**src/rtl/swint_pkg.sv**
```systemverilog
package swint_pkg;
  localparam int PEND_W   = 17;
  localparam int LVL_W    = 4;
  localparam int ADDR_W   = 2;
  localparam int LVL_GATE = 14;
  localparam int TOP_BIT  = PEND_W - 1;

  typedef enum logic [ADDR_W-1:0] {
    OP_LOAD = 2'd0,
    OP_SET  = 2'd1,
    OP_CLR  = 2'd2,
    OP_LVL  = 2'd3
  } op_e;

  // apply a software operation to the pending value
  function automatic logic [PEND_W-1:0] apply_sw(
    input logic [PEND_W-1:0] cur,
    input op_e               op,
    input logic [PEND_W-1:0] data
  );
    case (op)
      OP_LOAD: apply_sw = data;
      OP_SET:  apply_sw = cur | data;
      OP_CLR:  apply_sw = cur & ~data;
      default: apply_sw = cur;
    endcase
  endfunction

  // does one pending bit at index idx pass the level mask
  function automatic logic bit_passes(
    input int               idx,
    input logic [LVL_W-1:0] lvl
  );
    if (idx == 0 || idx == TOP_BIT)
      bit_passes = (int'(lvl) < LVL_GATE);
    else
      bit_passes = (idx > int'(lvl));
  endfunction
endpackage

```
**src/rtl/swint_next.sv**
```systemverilog
module swint_next
  import swint_pkg::*;
#(
  parameter int HW_SRC = 2
) (
  input  logic [PEND_W-1:0] pend_q,
  input  logic [LVL_W-1:0]  lvl_q,
  input  logic              we,
  input  logic [ADDR_W-1:0] addr,
  input  logic [PEND_W-1:0] wdata,
  input  logic [HW_SRC-1:0] hit,
  output logic [PEND_W-1:0] pend_d,
  output logic [LVL_W-1:0]  lvl_d,
  output logic              sw_pend_ev,
  output logic              lvl_ev,
  output logic              hw_ev
);
  op_e op;
  logic [PEND_W-1:0] after_sw;

  assign op         = op_e'(addr);
  assign hw_ev      = |hit;
  assign lvl_ev     = we && (op == OP_LVL);
  assign sw_pend_ev = we && (op != OP_LVL);

  always_comb begin
    after_sw = sw_pend_ev ? apply_sw(pend_q, op, wdata) : pend_q;
    pend_d   = after_sw;
    if (hw_ev) pend_d[TOP_BIT] = 1'b1;
  end

  assign lvl_d = lvl_ev ? wdata[LVL_W-1:0] : lvl_q;
endmodule

```
**src/rtl/swint_gate.sv**
```systemverilog
module swint_gate
  import swint_pkg::*;
(
  input  logic [PEND_W-1:0] pend,
  input  logic [LVL_W-1:0]  lvl,
  output logic [PEND_W-1:0] req
);
  for (genvar i = 0; i < PEND_W; i++) begin : g_bit
    assign req[i] = pend[i] && bit_passes(i, lvl);
  end
endmodule

```
**src/rtl/swint_ctrl.sv**
```systemverilog
module swint_ctrl
  import swint_pkg::*;
#(
  parameter int HW_SRC = 2
) (
  input  logic              clk,
  input  logic              rst_n,
  input  logic              reg_we,
  input  logic [1:0]        reg_addr,
  input  logic [16:0]       reg_wdata,
  input  logic [HW_SRC-1:0] tmr_hit,
  input  logic              rd_sel,
  output logic [16:0]       rd_data,
  output logic [16:0]       irq_req
);
  logic [PEND_W-1:0] pend_q, pend_d, req_d;
  logic [LVL_W-1:0]  lvl_q, lvl_d;
  logic              sw_pend_ev, lvl_ev, hw_ev;

  swint_next #(.HW_SRC(HW_SRC)) u_next (
    .pend_q     (pend_q),
    .lvl_q      (lvl_q),
    .we         (reg_we),
    .addr       (reg_addr),
    .wdata      (reg_wdata),
    .hit        (tmr_hit),
    .pend_d     (pend_d),
    .lvl_d      (lvl_d),
    .sw_pend_ev (sw_pend_ev),
    .lvl_ev     (lvl_ev),
    .hw_ev      (hw_ev)
  );

  // requests follow the next state so they land on the same edge
  swint_gate u_gate (
    .pend (pend_d),
    .lvl  (lvl_d),
    .req  (req_d)
  );

  always_ff @(posedge clk or negedge rst_n) begin
    if (!rst_n) begin
      pend_q  <= '0;
      lvl_q   <= '0;
      irq_req <= '0;
    end else begin
      pend_q  <= pend_d;
      lvl_q   <= lvl_d;
      irq_req <= req_d;
    end
  end

  assign rd_data = rd_sel ? {{(PEND_W-LVL_W){1'b0}}, lvl_q} : pend_q;
endmodule

```
**config.mk**
```make
export PLATFORM = sky130hd
export DESIGN_NAME = swint_ctrl
export DESIGN_NICKNAME = d
export VERILOG_FILES = /design/src/rtl/swint_pkg.sv /design/src/rtl/swint_next.sv /design/src/rtl/swint_gate.sv /design/src/rtl/swint_ctrl.sv
export SDC_FILE = /design/constraint.sdc
export NUM_CORES = 1
export LEC_CHECK = 0
export BUFFER_PORTS_ARGS = -buffer_cell sky130_fd_sc_hd__buf_2
export CORE_ASPECT_RATIO = 0.9
export CORE_MARGIN = 4
export CORE_UTILIZATION = 40
export CTS_CLUSTER_DIAMETER = 100
export DETAILED_ROUTE_END_ITERATION = 10
export PLACE_DENSITY = 0.65
export RECOVER_POWER = 100
export SETUP_SLACK_MARGIN = 0.5
export SLEW_MARGIN = 0
export SYNTH_ARGS = -nofsm -noshare
export SYNTH_HDL_FRONTEND = slang
export SYNTH_SLANG_ARGS = --single-unit
```
**constraint.sdc**
```tcl
create_clock -name clk -period 2.8 [get_ports clk]
set_input_delay 0.14 -clock clk [delete_from_list [all_inputs] [get_ports clk]]
set_output_delay 0.14 -clock clk [all_outputs]
set_load 0.01 [all_outputs]
```
# Yosys cells after proc, flatten, opt, wreduce, memory -nomap -nowiden
# Cells that the tools add are included.
# totals
ram_bits	0
latchBits	0
register_bits	38
elab_cells	52
rom_bits	0
mem_count	0
# classes
magnitude_cmp	16
multipliers	0
n_reduce_logical	21
addsub	0
n_eq_ne	4
div_mod_pow	0
mux	5
shift	0
bitwise	3
# ops
op	n
17-bit case mux with 3 select lines	1
17-bit 2-to-1 mux	2
4-bit > comparator, first input constant	8
1-bit logical AND	19
17-bit bitwise AND	1
17-bit inverter	1
17-bit OR	1
3-bit by 4-bit > comparator with 1-bit output, first input constant	4
2-bit by 4-bit > comparator with 1-bit output, first input constant	2
2-bit equality test, second input constant	2
1-bit by 4-bit > comparator with 1-bit output, first input constant	1
4-bit < comparator, second input constant	1
4-bit 2-to-1 mux	1
2-bit by 1-bit equality test with 1-bit output, second input constant	1
2-bit logical NOT	1
2-bit inequality test, second input constant	1
2-bit OR reduction	1
1-bit 2-to-1 mux	1

# Longest topological paths before layout
# Gate-level depths: netlist of the first run.
# depth
word_depth	6
depth_mapped	6
ltp_nobuf	3

# Cells and area by module
# From an unflattened synthesis of the first run, not the netlist that was laid out.
# hier_totals
cells_unflattened	135
hier_area_um2	1717.9
# modules_own_cells
module	area_each_um2	instances	seq_area_each_um2	cells_each
swint_ctrl	1114.8	1	950.9	57
swint_next	381.6	1	0.0	49
swint_gate	221.5	1	0.0	29

# Least setup slack after synthesis of the first run
# Ideal clock, no wire load.
# synth_path
kind	register to register
from	register lvl_q[2]
to	register irq_req[16]
synth_period_minus_slack_ns	1.142
path_slack_ns	1.658
t_arrival_ns	1.001
path_stages_with_launch	5
setup_ns	0.141
cell_sequence	dfrtp_1 -> clkbuf_1 -> nand2_1 -> mux2i_1 -> a22oi_1
# synth_between
elab_chain_len	3
# synth_rtl
item	line_no	text
start: declaration	swint_ctrl.sv:17	logic [LVL_W-1:0] lvl_q, lvl_d;
start signal: assignment	swint_ctrl.sv:48	lvl_q <= lvl_d;
4-bit 2-to-1 mux	swint_next.sv:32	assign lvl_d = lvl_ev ? wdata[LVL_W-1:0] : lvl_q;
4-bit < comparator	swint_pkg.sv:35	bit_passes = (int'(lvl) < LVL_GATE);
1-bit logical AND	swint_gate.sv:9	assign req[i] = pend[i] && bit_passes(i, lvl);
net req_d[16]	swint_ctrl.sv:16	logic [PEND_W-1:0] pend_q, pend_d, req_d;
end signal: assignment	swint_ctrl.sv:49	irq_req <= req_d;
end: declaration	swint_ctrl.sv:14	output logic [16:0] irq_req
# The timed path passes the listed nets, and every way through them passes these cells.

# Worst setup path after layout of the first run
# layout_path
from	input port reg_addr[1]
to	register irq_req[5]
# layout_between
elab_chain_len	5
# layout_rtl
item	line_no	text
start: declaration	swint_ctrl.sv:9	input logic [1:0] reg_addr,
2-bit equality test	swint_next.sv:23	assign lvl_ev = we && (op == OP_LVL);
1-bit logical AND	swint_next.sv:23	
4-bit 2-to-1 mux	swint_next.sv:32	
net lvl_d[3]	swint_ctrl.sv:17	
3-bit by 4-bit > comparator with 1-bit output	swint_pkg.sv:37	bit_passes = (idx > int'(lvl));
1-bit logical AND	swint_gate.sv:9	
net req_d[5]	swint_ctrl.sv:16	
# The timed path passes the listed nets, and every way through them passes these cells.

==> parameters.txt, run 1 <==
Parameter                              Value

Outcome
  Result of the run    finished clean

Worst setup path
  Kind of critical path    primary input to flop
  Critical Path Sink Type    flop
  Type of origin of the critical path    primary input
  Biggest fanout along the worst timing path    21
  Data required time at the worst endpoint    3.00 ns
  Arrival time at the worst endpoint    2.03 ns

Detailed routing
  Detailed router's first-iteration violation count    94
  Detailed Route WL    4300 um
  Drt wl/cell    13.9 um
  Via count normalized by instance count    4.93
  Number of nets with antenna violations after routing    0
  Detailed-router iteration count before antenna repair    4
  DR DRC count    0
  Total number of vias    1523

Cells and area
  Post-layout utilization of the core    49.4%
  Total inserted antenna cells    0
  Final-layout fill cell count    471
  Area growth from synthesis to layout    19.1%
  Total area of multi-input combinational cells    820 um2
  Net count, final    271
  Share of post-route cells with drive strength above 1    14.6%
  Sequential cell area in the final layout    951 um2
  Commonest non-fill, non-tap cells in the layout    sky130_fd_sc_hd__nand2_1 (40), sky130_fd_sc_hd__dfrtp_1 (38), sky130_fd_sc_hd__clkbuf_1 (36)
  Most frequent standard cell in the layout excluding fill and tap cells    sky130_fd_sc_hd__nand2_1
  Final design area excluding fillers    2200 um2

Floorplanning
  Die X-Extent    79.7 um
  Effective utilization at floorplan    41.5%
  Total I/O pin count    59
  Vertical die dimension    72.5 um
  Standard cell core area    4460 um2
  Area enclosed by the die boundary    5780 um2
  Row Count    23

Pwr
  Total power per unit cell area    621 nW/um2
  PnR Total Power    1370 uW
  Lkg Pwr    0.000992 uW
  Maximum ir drop on the vdd rail    0.000337 V

Logic synthesis
  Area contributors post-synth    sky130_fd_sc_hd__dfrtp_1 (51%), sky130_fd_sc_hd__nor2b_1 (10%), sky130_fd_sc_hd__nand2_1 (8.1%)
  Syn avg cell area    9.69 um2
  Ys flop type    sky130_fd_sc_hd__dfrtp_1
  Nets in the synthesized netlist    216
  Flops & latches, synth    38
  Syn Inst Count    191
  EDFF count, synth    0
  Cell area after synthesis    1850 um2
  Number of different library cells in the post-synthesis netlist    24
  Area fraction of the dominant cell type after synthesis    51.4%
  Proportion of synthesized chip area in sequential cells    51.4%
  Warnings, synthesis    0
  Post-synth ARST share    100%
  Library cell with the largest summed area after synthesis    sky130_fd_sc_hd__dfrtp_1

Clock network
  Clock input transition at the sequential cells of the worst setup and hold paths    0.07 ns
  CTS Buf Count    5
  Deepest level of the CTS H-tree    2
  Post-CTS Repair Setup Buffers    0
  Number of clock sinks seen by CTS    38
  Clock buffer depth    2
  Insertion delay to the later sink of the worst-skew pair    0.29 ns
  Root buffer cell    sky130_fd_sc_hd__clkbuf_8
  CTS tree    built

Timing
  Max Transition Viols Final    0
  Setup violations, final    0
  Post-route minimum period    1.83 ns
  Setup repair after global routing missed its margin    false
  Fraction of the cycle the final worst path needs    65.4%
  Measured slew at the worst slew-check pin    0.822 ns
  Hold Vio Cnt, Final    0
  TNS Setup    0 ns
  Max Clk Rate    0.546 GHz
  Slew HR    45.1%
  Skew final    0.00410 ns

Placed design
  Post-DP Area    2160 um2
  Total of buffers placed on input and output ports    58
  Placer's final routability congestion estimate    0.775
  Dpl hpwl    3050 um

Run
  Max-cap viol count    0

Global routing
  Global-route wire length before repair    7370 um
  Overall track demand over capacity in global routing    16.4%
  Number of antenna violations at the first check in global routing    0
  Pin count of the biggest net entering global routing    39
  Remaining global-route overflow    0
  Via count of the first global-routing pass    1513

Worst hold path
  Class of the most critical hold timing path    primary input to flop
==> worst paths after layout <==
kind	start	to	slack [ns]	cells past startpoint
worst max register to register	lvl_q[2]	irq_req[16]	1.51	3
max in group asynchronous	rst_n	pend_q[13]	1.82	2
worst min-delay path	tmr_hit[1]	pend_q[16]	0.05	3
min in group asynchronous	rst_n	pend_q[1]	0.47	2
worst min register to register	pend_q[2]	pend_q[2]	0.53	2
worst max-delay path	reg_addr[1]	irq_req[5]	0.97	4
==> cell usage after synthesis (all sizes together), types with 4 or more instances <==
library cell / n
a22oi: 4
a211oi: 4
mux2: 8
o21ai: 19
buf: 5
dfrtp: 38
nand2: 40
nor2: 7
clkbuf: 7
nor2b: 31
a21oi: 4
nor3: 4
mux2i: 5
==> layer usage <==
layer / global-route usage [%] / part of all wire, % / routed length, um / vias to the layer above
met5: 0 / 0 / 0 / -
met4: 5.53 / 1.3 / 54 / 0
met3: 4.09 / 6.8 / 294 / 6
met2: 23.9 / 47 / 2000 / 49
met1: 23.8 / 45 / 1950 / 702
li1: - / - / - / 766
==> per-stage QoR <==
stage,hold WS [ns],worst slack [ns],std cells
4_1_cts,0.0459,1.46,309
5_1_grt,0.0516,0.795,309
2_1_floorplan,-0.156,1.66,191
6_report,0.0515,0.970,309
3_5_place_dp,0.290,1.27,300
3_3_place_gp,0.297,1.29,300
==> sequential cells by signal, indices dropped and copies added, names as in the netlist <==
register	count
irq_req	17
pend_q	17
lvl_q	4
==> report_power, final <==
part | switching, uW | total [uW] | leakage, uW | internal (uW)
clock network | 180 | 379 | 0.0000482 | 198
logic | 192 | 315 | 0.000479 | 123
registers | 42.9 | 675 | 0.000465 | 632
total | 415 | 1370 | 0.000992 | 953
==> worst max-delay path, cell delays in order <==
cell and delay [ns]:
sky130_fd_sc_hd__buf_2 0.28, sky130_fd_sc_hd__nand3_1 0.65, sky130_fd_sc_hd__mux2_1 0.70, sky130_fd_sc_hd__a211oi_1 0.25
==> cell families (layout without fill, tap and decap cells) <==
group,count (synthesis),after routing,share of synthesized area (%)
AOI/OAI and AO/OA,37,37,12.3
buffers and inverters,12,68,3.45
DFF,38,38,51.4
muxes,13,13,7.78
and+or+nand+nor,91,91,25.1
==> layout make-up <==
class                           instances  share of cell area, %
Multi-Input combinational cell        141                   37.2
Clock buffer                            7                   3.92
Sequential cell                        38                   43.2
Clock inverter                          1                  0.227
Timing Repair Buffer                   60                   12.0
Tap cell                               62                   3.52
==> what timing repair did <==
action                    in CTS  in global routing
hold endpoints to repair      38                  0
hold buffers                   1                  0
gates resized for setup        0                  0
Note: power is estimated with default switching activity, not from simulation.
==> run 2, diff against run 1 <==
- clock period: 2.8 -> 1.7 ns (I/O delays scaled with it)
==> parameters.txt, run 2 (synthesis results as in run 1) <==
Parameter                              Value

Global routing
  Met3 demand-to-capacity share in global routing    3.47% (was 4.09%)
  Global routing met2 resource utilization    25.4% (was 23.9%)
  Number of antenna violations at the first check in global routing    0 (unchanged)
  Via count of the first global-routing pass    1531 (was 1513)
  Met1 track demand over resource    22.5% (was 23.8%)
  Most used routing layer in global routing    met2 (unchanged)
  Pin count of the biggest net entering global routing    39 (unchanged)
  Overall track demand over capacity in global routing    16.4% (about the same)
  Global-route wire length before repair    7300 um (was 7370 um)
  Remaining global-route overflow    0 (unchanged)

Worst setup path
  Reg2reg start    lvl_q[1] (was lvl_q[2])
  Arrival time at the worst endpoint    1.54 ns (was 2.03 ns)
  Data required time at the worst endpoint    1.87 ns (was 3.00 ns)
  Standard cell with the maximum stage delay on the critical path    sky130_fd_sc_hd__dfrtp_2 (was sky130_fd_sc_hd__mux2_1)
  R2r setup slk    0.33 ns (was 1.51 ns)
  Worst-path cell chain    clkbuf_1 -> nor3_2 -> mux2i_1 -> a211oi_1 (was buf_2 -> nand3_1 -> mux2_1 -> a211oi_1)
  Critical Path Sink Type    flop (unchanged)
  Startpoint of the worst setup timing path    lvl_q[1] (was reg_addr[1])
  Slowest cell delay on critical path    0.41 ns (was 0.70 ns)
  Type of origin of the critical path    flop (was primary input)
  Kind of critical path    flop to flop (was primary input to flop)
  Length in cells of the worst reg-to-reg path    4 (was 3)
  Biggest fanout along the worst timing path    7 (was 21)
  Capture point of the worst path    irq_req[1] (was irq_req[5])
  Capture point of the worst reg-to-reg path    irq_req[1] (was irq_req[16])

Placed design
  Post-DP Area    2200 um2 (was 2160 um2)
  Placer's final routability congestion estimate    0.773 (was 0.775)
  Worst setup slack before clock tree synthesis    0.344 ns (was 1.27 ns)
  Total of buffers placed on input and output ports    58 (unchanged)
  Dpl hpwl    3170 um (was 3050 um)

Pwr
  Total power per unit cell area    1110 nW/um2 (was 621 nW/um2)
  Lkg Pwr    0.00106 uW (was 0.000992 uW)
  Maximum ir drop on the vdd rail    0.000610 V (was 0.000337 V)

Detailed routing
  Total number of vias    1605 (was 1523)
  DR DRC count    0 (unchanged)
  Detailed Route WL    4540 um (was 4300 um)
  Number of nets with antenna violations after routing    0 (unchanged)
  Detailed router's first-iteration violation count    113 (was 94)
  Detailed-router iteration count before antenna repair    4 (unchanged)
  Via count normalized by instance count    5.03 (was 4.93)
  Drt wl/cell    14.2 um (was 13.9 um)

Cells and area
  Share of post-route cells with drive strength above 1    18.3% (was 14.6%)
  Area growth from synthesis to layout    28.1% (was 19.1%)
  Total inserted antenna cells    0 (unchanged)
  Top Registers    irq_req: 17 flops, pend_q: 17 flops, lvl_q: 4 flops (unchanged)
  Final design area excluding fillers    2370 um2 (was 2200 um2)
  Final-layout fill cell count    432 (was 471)
  Net count, final    281 (was 271)
  Most frequent standard cell in the layout excluding fill and tap cells    sky130_fd_sc_hd__nand2_1 (unchanged)
  Commonest non-fill, non-tap cells in the layout    sky130_fd_sc_hd__nand2_1 (40), sky130_fd_sc_hd__dfrtp_1 (37), sky130_fd_sc_hd__clkbuf_1 (35) (was sky130_fd_sc_hd__nand2_1 (40), sky130_fd_sc_hd__dfrtp_1 (38), sky130_fd_sc_hd__clkbuf_1 (36))

Clock network
  Root buffer cell    sky130_fd_sc_hd__clkbuf_8 (unchanged)
  Deepest level of the CTS H-tree    2 (unchanged)
  Insertion delay to the later sink of the worst-skew pair    0.29 ns (about the same)
  CTS tree    built (unchanged)
  Number of clock sinks seen by CTS    38 (unchanged)
  Clock input transition at the sequential cells of the worst setup and hold paths    0.08 ns (was 0.07 ns)
  Clock buffer depth    2 (unchanged)
  CTS Buf Count    5 (unchanged)

Timing
  TNS Setup    0 ns (unchanged)
  Post-route minimum period    1.37 ns
  Skew final    0.00539 ns (was 0.00410 ns)
  Max Clk Rate    0.729 GHz
  Hold Vio Cnt, Final    0 (unchanged)
  Max Transition Viols Final    0 (unchanged)
  Setup violations, final    0 (unchanged)
  Setup repair after global routing missed its margin    true (was false)
  Fraction of the cycle the final worst path needs    80.7%
  Slew HR    38.4% (was 45.1%)
  Measured slew at the worst slew-check pin    0.923 ns (was 0.822 ns)
  Worst slack on hold paths    0.0121 ns (was 0.0515 ns)
  Min setup slack post-route    0.329 ns (was 0.970 ns)

Floorplanning
  Vertical die dimension    72.5 um (unchanged)
  Total I/O pin count    59 (unchanged)
  Area enclosed by the die boundary    5780 um2 (unchanged)
  Effective utilization at floorplan    41.5% (unchanged)
  Die X-Extent    79.7 um (unchanged)
  Row Count    23 (unchanged)
  Standard cell core area    4460 um2 (unchanged)

Worst hold path
  Class of the most critical hold timing path    primary input to flop (unchanged)

Outcome
  Result of the run    finished clean (unchanged)

Run
  Max-cap viol count    0 (unchanged)
-- run 2: cell count changes in the layout (fill, tap and decap cells not counted), moves of 2 or more --
cell / delta
sky130_fd_sc_hd__buf_4: +3
sky130_fd_sc_hd__bufinv_16: +2
sky130_fd_sc_hd__mux2_2: -3
sky130_fd_sc_hd__buf_6: +4
sky130_fd_sc_hd__mux2_1: +3
-- run 2: where the power goes --
part	switching [uW]	internal [uW]
combinational	353	256
clock	328	588
sequential	57.9	1040
total	739	1890
-- run 2: worst min-delay path by stage --
stage,to,from,cells past startpoint,slack (ns)
after floorplan,irq_req[0],rst_n,0,-0.21
after global placement,pend_q[5],rst_n,2,0.07
after detailed placement,pend_q[5],rst_n,2,0.07
after CTS,pend_q[16],tmr_hit[0],3,0.005
after global routing,pend_q[16],tmr_hit[0],3,0.02
final,pend_q[16],tmr_hit[0],3,0.01
-- run 2: final cells by class --
cell class	count	area, um2	share of cell area [%]
clock inverters	3	68.8	2.90
multi-input cells	141	850	35.8
clock buffers	5	68.8	2.90
flip-flops and latches	38	952	40.2
repair buffers	70	354	14.9
well taps	62	77.6	3.27
-- run 2: timing repair --
item	4_1_cts	5_1_grt
endpoints found under the hold margin	39	0
hold buffers	2	0
setup endpoints to repair	8	11
cloned	0	0
gates resized for setup	9	7
pin swaps	0	1
setup buffers	4	1
-- run 2: per-layer routing --
| metal | part of all wire [%] | vias to the layer above |
|---|---|---|
| met5 | 0 | - |
| met4 | 1.4 | 0 |
| met3 | 6.0 | 9 |
| met2 | 47 | 51 |
| met1 | 45 | 759 |
| li1 | - | 786 |
-- run 2: worst max-delay path: cells and delay by family, from the launching register on --
kind	cells	cell delay [ns]
compound gates	1	0.35
buf+inv	1	0.18
flops	1	0.41
mux	1	0.13
simple gates	1	0.18
-- run 2: stage by stage --
stage          utilization [%]  power [uW]  cells
4_1_cts                   54.7        2700    318
3_3_place_gp              49.4        1690    304
3_5_place_dp              49.4        1700    304
6_report                  53.2        2620    319
2_1_floorplan                -        1460    191
5_1_grt                   53.2        2760    319
